`src/rtl/vfmm_pkg.sv`:
```
package vfmm_pkg;

    localparam int SP_W   = 32;
    localparam int SP_EXP = 8;
    localparam int DP_W   = 64;
    localparam int DP_EXP = 11;

    localparam int SIZE_SP  = 2;
    localparam int SIZE_DP  = 3;
    localparam int ONE_ELEM = 8;
    localparam int ALL_ELEM = 0;

    typedef enum logic [1:0] {
        ST_IDLE,
        ST_DONE,
        ST_FAULT
    } vfmm_state_e;

    typedef enum logic [1:0] {
        RULE_NUMPREF,
        RULE_STRICT,
        RULE_PLAIN,
        RULE_CLIB
    } vfmm_rule_e;

endpackage

```
`src/rtl/vfmm_decode.sv`:
```
module vfmm_decode
    import vfmm_pkg::*;
#(
    parameter int CODE_W = 4
) (
    input  logic [CODE_W-1:0] size_code,
    input  logic [CODE_W-1:0] elem_code,
    input  logic [CODE_W-1:0] mode_code,
    output logic              legal,
    output logic              is_dp,
    output logic              single_elem,
    output vfmm_rule_e        rule
);

    logic size_ok;
    logic elem_ok;
    logic mode_ok;

    always_comb begin
        size_ok = 1'b1;
        is_dp   = 1'b0;
        if (size_code == CODE_W'(SIZE_SP)) begin
            is_dp = 1'b0;
        end else if (size_code == CODE_W'(SIZE_DP)) begin
            is_dp = 1'b1;
        end else begin
            size_ok = 1'b0;
        end
    end

    always_comb begin
        elem_ok     = 1'b1;
        single_elem = 1'b0;
        if (elem_code == CODE_W'(ONE_ELEM)) begin
            single_elem = 1'b1;
        end else if (elem_code != CODE_W'(ALL_ELEM)) begin
            elem_ok = 1'b0;
        end
    end

    always_comb begin
        mode_ok = 1'b1;
        rule    = RULE_PLAIN;
        unique case (mode_code)
            CODE_W'(0): rule = RULE_NUMPREF;
            CODE_W'(1): rule = RULE_STRICT;
            CODE_W'(3): rule = RULE_PLAIN;
            CODE_W'(4): rule = RULE_CLIB;
            default:    mode_ok = 1'b0;
        endcase
    end

    assign legal = size_ok & elem_ok & mode_ok;

endmodule

```
`src/rtl/vfmm_lane.sv`:
```
module vfmm_lane
    import vfmm_pkg::*;
#(
    parameter int W  = 32,
    parameter int EW = 8
) (
    input  logic [W-1:0] a,
    input  logic [W-1:0] b,
    input  logic         is_max,
    input  vfmm_rule_e   rule,
    output logic [W-1:0] res
);

    localparam int FW = W - 1 - EW;
    localparam logic [W-1:0] QNAN = {1'b0, {EW{1'b1}}, 1'b1, {(FW-1){1'b0}}};

    logic         a_sign, b_sign;
    logic [W-2:0] a_mag, b_mag;
    logic         a_nan, b_nan, any_nan, both_zero;
    logic         a_lt_b, b_lt_a, take_b;

    assign a_sign = a[W-1];
    assign b_sign = b[W-1];
    assign a_mag  = a[W-2:0];
    assign b_mag  = b[W-2:0];

    assign a_nan     = (&a[W-2:FW]) & (|a[FW-1:0]);
    assign b_nan     = (&b[W-2:FW]) & (|b[FW-1:0]);
    assign any_nan   = a_nan | b_nan;
    assign both_zero = ~(|a_mag) & ~(|b_mag);

    // Ordered less-than by sign and magnitude; zeros equal, NaN unordered.
    always_comb begin
        a_lt_b = 1'b0;
        b_lt_a = 1'b0;
        if (!any_nan && !both_zero) begin
            unique case ({a_sign, b_sign})
                2'b10: a_lt_b = 1'b1;
                2'b01: b_lt_a = 1'b1;
                2'b00: begin
                    a_lt_b = a_mag < b_mag;
                    b_lt_a = b_mag < a_mag;
                end
                default: begin
                    a_lt_b = a_mag > b_mag;
                    b_lt_a = b_mag > a_mag;
                end
            endcase
        end
    end

    assign take_b = is_max ? a_lt_b : b_lt_a;

    always_comb begin
        res = take_b ? b : a;
        unique case (rule)
            RULE_NUMPREF, RULE_CLIB: begin
                if (a_nan && b_nan) begin
                    res = QNAN;
                end else if (a_nan) begin
                    res = b;
                end else if (b_nan) begin
                    res = a;
                end
            end
            RULE_STRICT: begin
                if (any_nan) begin
                    res = QNAN;
                end else if (a_sign != b_sign) begin
                    res = (a_sign ^ is_max) ? a : b;
                end
            end
            default: begin
                res = take_b ? b : a;
            end
        endcase
    end

    // The result is always one of the operands or the canonical NaN.
    always_comb begin
        p_result_source_r8: assert ((res == a) || (res == b) || (res == QNAN))
            else $error("lane result is neither an operand nor the canonical NaN");
    end

endmodule

```
`src/rtl/vec_fp_minmax.sv`:
```
module vec_fp_minmax
    import vfmm_pkg::*;
#(
    parameter int VEC_W  = 128,
    parameter int CODE_W = 4
) (
    input  logic              clk,
    input  logic              rst_n,
    input  logic              in_valid,
    input  logic              op_max,
    input  logic [CODE_W-1:0] elem_size,
    input  logic [CODE_W-1:0] one_elem,
    input  logic [CODE_W-1:0] nan_mode,
    input  logic [VEC_W-1:0]  opnd_a,
    input  logic [VEC_W-1:0]  opnd_b,
    output logic              res_valid,
    output logic              res_illegal,
    output logic [VEC_W-1:0]  res_data
);

    localparam int SP_LANES = VEC_W / SP_W;
    localparam int DP_LANES = VEC_W / DP_W;

    logic        legal, is_dp, single_elem;
    vfmm_rule_e  rule;

    vfmm_decode #(.CODE_W(CODE_W)) u_decode (
        .size_code   (elem_size),
        .elem_code   (one_elem),
        .mode_code   (nan_mode),
        .legal       (legal),
        .is_dp       (is_dp),
        .single_elem (single_elem),
        .rule        (rule)
    );

    logic [VEC_W-1:0] sp_vec, dp_vec, next_res;

    for (genvar i = 0; i < SP_LANES; i++) begin : g_sp
        logic [SP_W-1:0] lane_res;
        vfmm_lane #(.W(SP_W), .EW(SP_EXP)) u_lane (
            .a      (opnd_a[i*SP_W +: SP_W]),
            .b      (opnd_b[i*SP_W +: SP_W]),
            .is_max (op_max),
            .rule   (rule),
            .res    (lane_res)
        );
        assign sp_vec[i*SP_W +: SP_W] = (single_elem && i != 0) ? '0 : lane_res;
    end

    for (genvar j = 0; j < DP_LANES; j++) begin : g_dp
        logic [DP_W-1:0] lane_res;
        vfmm_lane #(.W(DP_W), .EW(DP_EXP)) u_lane (
            .a      (opnd_a[j*DP_W +: DP_W]),
            .b      (opnd_b[j*DP_W +: DP_W]),
            .is_max (op_max),
            .rule   (rule),
            .res    (lane_res)
        );
        assign dp_vec[j*DP_W +: DP_W] = (single_elem && j != 0) ? '0 : lane_res;
    end

    assign next_res = !legal ? '0 : (is_dp ? dp_vec : sp_vec);

    // State machine: what the previous cycle delivered.
    vfmm_state_e state_q, state_d;

    always_comb begin
        state_d = ST_IDLE;
        unique case (state_q)
            ST_IDLE, ST_DONE, ST_FAULT: begin
                if (in_valid) begin
                    state_d = legal ? ST_DONE : ST_FAULT;
                end else begin
                    state_d = ST_IDLE;
                end
            end
            default: state_d = ST_IDLE;
        endcase
    end

    always_ff @(posedge clk or negedge rst_n) begin
        if (!rst_n) begin
            state_q <= ST_IDLE;
        end else begin
            state_q <= state_d;
        end
    end

    always_comb begin
        res_valid   = 1'b0;
        res_illegal = 1'b0;
        unique case (state_q)
            ST_DONE:  res_valid = 1'b1;
            ST_FAULT: begin
                res_valid   = 1'b1;
                res_illegal = 1'b1;
            end
            default: ;
        endcase
    end

    always_ff @(posedge clk or negedge rst_n) begin
        if (!rst_n) begin
            res_data <= '0;
        end else if (in_valid) begin
            res_data <= next_res;
        end
    end

    p_latency_r9: assert property (@(posedge clk) disable iff (!rst_n)
        in_valid |=> res_valid)
        else $error("strobe missing one clock after request");

    p_no_strobe_r9: assert property (@(posedge clk) disable iff (!rst_n)
        !in_valid |=> !res_valid)
        else $error("strobe without request");

    p_hold_r9: assert property (@(posedge clk) disable iff (!rst_n)
        !in_valid |=> $stable(res_data))
        else $error("result changed without request");

    p_illegal_zero_r3: assert property (@(posedge clk) disable iff (!rst_n)
        res_illegal |-> (res_data == '0 && res_valid))
        else $error("illegal result not cleared");

    p_upper_clear_r2: assert property (@(posedge clk) disable iff (!rst_n)
        (in_valid && legal && single_elem) |=> (res_data[VEC_W-1:DP_W] == '0))
        else $error("upper lanes not cleared in single-element mode");

endmodule

```
`config.mk`:
```
export PLATFORM = sky130hd
export DESIGN_NAME = vec_fp_minmax
export DESIGN_NICKNAME = d
export VERILOG_FILES = /design/src/rtl/vfmm_pkg.sv /design/src/rtl/vfmm_decode.sv /design/src/rtl/vfmm_lane.sv /design/src/rtl/vec_fp_minmax.sv
export SDC_FILE = /design/constraint.sdc
export NUM_CORES = 1
export LEC_CHECK = 0
export BUFFER_PORTS_ARGS = -buffer_cell sky130_fd_sc_hd__buf_2
export CAP_MARGIN = 5
export CORE_ASPECT_RATIO = 1.4
export CORE_MARGIN = 2
export CORE_UTILIZATION = 35
export CTS_CLUSTER_DIAMETER = 150
export DETAILED_ROUTE_END_ITERATION = 10
export PLACE_DENSITY = 0.58
export SLEW_MARGIN = 10
export SYNTH_ARGS = -nofsm -noshare
export SYNTH_HDL_FRONTEND = slang
export SYNTH_HIERARCHICAL = 1
export SYNTH_SLANG_ARGS = --single-unit
```
`constraint.sdc`:
```
create_clock -name clk -period 2.1 [get_ports clk]
set_input_delay 0.21 -clock clk [delete_from_list [all_inputs] [get_ports clk]]
set_output_delay 0.21 -clock clk [all_outputs]
set_load 0.01 [all_outputs]
```
==> summary.txt <==
Status
  – Status: finished, violations left
  – Violated checks: negative setup slack

Timing
  – Final setup viols: 128
  – Slew Viols, Final: 0
  – Slew @ Worst Pin: 0.803 ns
  – Fin. Hold Viols: 0
  – Final Skew: 0.0000165 ns
  – Setup repair after global routing missed its margin: yes
  – Final min period: 3.39 ns
  – Tcrit/Tclk final: 161%
  – Max_slew headroom: ~46%
  – FMAX: 0.295 GHz
  – Min setup slack post-route: -1.29 ns

Route
  – Antenna viol nets, final: 0
  – Final WL: 120000 um
  – Via count: approximately 30000
  – Avg WL per Cell: around 23 um
  – Via-to-Cell Ratio: 5.91
  – DRT Pass-1 Iters: 5
  – DR iter-0 viols: 2572
  – Residual DRC: 0

Yosys
  – Yosys reg bits: 130
  – Synthesized Nets: about 3700
  – Leading register cell type out of synthesis: dfrtp_1
  – EDFF count, synth: 0
  – Count of cell types in the netlist: 67
  – Synth top area cells: ha_1 (15%), dfrtp_1 (14%), inv_1 (7.7%)
  – Synth warn: 6
  – Top-count cell post-synth: inv_1
  – Async SR Flop Fraction: 100%
  – Yosys top cell area share: about 15%
  – Post-synth top area cell: ha_1
  – Mapped cell area: 23500 sq um
  – Mapped Cells: 3162
  – Register area share after synthesis: 13.8%
  – Top cells by count, synth: inv_1 (482), nand2_1 (289), ha_1 (276)
  – Avg Cell Area, Syn: 7.45 sq um

Floorplan
  – Die extent in x: 223 um
  – Die H: about 310 um
  – Core Area: 66600 sq um
  – Io pins: 402
  – Row Count: 112
  – Starting density of the core: 35.4%
  – Full die area: 69400 sq um

Placed design
  – Placed cell area: 33900 sq um
  – Worst slack, placed: -2.01 ns
  – Hpwl dp: around 90000 um
  – Port-buffer cells: 401
  – GP Congestion: 0.959

GRT
  – Total GRT Usage: 33.1%
  – GRT overflow: 0
  – First-pass GRT wire length: 178000 um
  – Pin count of the biggest net entering global routing: 65
  – Initial antenna violation count: 34
  – Number of global-route vias before repair: 30600

Clock tree
  – TritonCTS Sinks: 130
  – Clock Tree Root: clkbuf_16
  – TritonCTS buffer count: 17
  – Clock slew at reported path FFs: 0.07 ns
  – CTS tree: yes
  – Max Root-Sink Buffers: 2
  – H-tree levels: 4
  – Worst skew pair latency: about 0.51 ns

Pwr
  – Power Dens Cells: 399 nW/um^2
  – Comb pwr share: between 50% and 60%
  – P_leak: 18.0 nW
  – Internal cell power: a little over 0.009 W
  – Net Sw Power: 0.00605 W
  – Overall Power: 0.0152 W
  – Clock power frac: 25.4%
  – Net Sw Frac: 39.7%
  – Sequential share of power: 16.5%
  – Max VDD drop: 0.567 mV

Critical path
  – Endpoint class of the critical path: flop
  – Startpoint types: primary input
  – CP Data Arrival Time: 3.81 ns
  – Critical path peak fanout: 7
  – Worst EP required: 2.52 ns
  – Crit Path Class: in -> reg

Flow run
  – Max Cap Violations: 0

Finish
  – Layout net count: 4863
  – FILL cells: 6087
  – Fin area: ~38000 sq um
  – Layout cells sized above 1: between 40% and 50%
  – Sequential Area: 3250 sq um
  – Area growth syn-to-layout: 62.3%
  – Multi-input logic area: approximately 21000 sq um

Hold path
  – Min-delay worst type: in -> reg
-- registers in the layout, summed over array words and instances, names as in the netlist --
| name | count |
|---|---|
| res_data | 128 |
| state_q | 2 |
-- cells in the final DEF (no fill, tap or decap), drive strengths merged, types with 64 or more instances in the layout --
cell type  count
buf         1304
a221o         66
a21oi        168
ha           276
o22ai        116
o21ai        232
nor2         103
nand2        289
mux2i        137
nor4         139
a22o          98
dfrtp        130
nand4         96
o221ai       106
mux2         114
nor2b         64
inv          484
-- cell families (layout without fill, tap and decap cells) --
family,Yosys count,after routing,synth area share (%)
multiplexers,251,251,11.3
XOR/XNOR,7,7,0.260
adder cells (fa/ha/maj),280,280,14.8
buffers and inverters,659,1824,11.5
other,0,23,0
AND/OR/NAND/NOR,877,877,19.5
flip-flops,130,130,13.8
AO/OA/AOI/OAI,958,959,28.8
-- power groups by stage --
stage | Clock, W | Combinational, W | Sequential [W]
floorplan | 0 | 0.00379 | 0.00256
global route | 0.00403 | 0.00944 | 0.00251
finish | 0.00387 | 0.00886 | 0.00251
global placement | 0 | 0.00729 | 0.00256
detailed placement | 0 | 0.00735 | 0.00256
CTS | 0.00394 | 0.00823 | 0.00251
-- cell type report --
cell class	count	share of cell area (%)
tap	855	2.80
clock buffer	20	1.22
sequential	130	8.51
antenna	23	0.151
inverter	482	5.04
multi-input combinational	2374	54.2
clock inverter	12	0.589
timing repair buffer	1310	27.5
-- metal layers --
metal	up-vias	track usage, %	share of wire (%)
li1	14200	-	-
met1	14600	34.7	36
met2	1442	59.8	50
met3	494	7.48	6.9
met4	20	20.3	7.6
met5	-	0	0.11
-- path summary, 6_finish.rpt --
path                               from       endpoint  slack, ns  depth (start not counted)
min reg2reg                res_data[10]   res_data[10]       0.52                          2
min in group asynchronous         rst_n  res_data[101]       0.24                          2
max reg2reg                res_data[32]   res_data[32]       1.15                          2
min                            in_valid     state_q[0]       0.11                          3
max                          opnd_a[96]   res_data[98]      -1.29                         17
max in group asynchronous         rst_n    res_data[1]       1.20                          3
-- metrics by stage --
stage	hold WS (ns)	utilization, %	cells	TNS (ns)
after floorplan	-0.0856	-	3162	-151.87
after global placement	0.211	50.9	5049	-225.80
after detailed placement	0.208	50.9	5049	-226.23
after CTS	0.0833	55.4	5151	-133.60
after global routing	0.100	57.4	5186	-161.74
final	0.111	57.4	5206	-148.00
-- repair_timing --
action                                  CTS  global route
endpoints found under the setup margin  128           128
gates resized for setup                 328           217
endpoints found under the hold margin    32             0
pin swaps                               106           109
cloned                                    7             3
buffers inserted                         70            37
hold buffers                              1             0
-- worst max-delay path, cell delays in order --
cell and delay [ns]:
buf_8 0.11, inv_6 0.05, ha_4 0.21, a21oi_4 0.15, o21ai_2 0.09, a221o_1 0.35
o31a_1 0.38, nor4_4 0.36, mux2_4 0.36, a221oi_4 0.31, buf_12 0.14, buf_4 0.18
buf_12 0.16, mux2_1 0.32, o221ai_1 0.17, mux2i_1 0.13, o22ai_1 0.12
(Power assumes the default switching activity.)
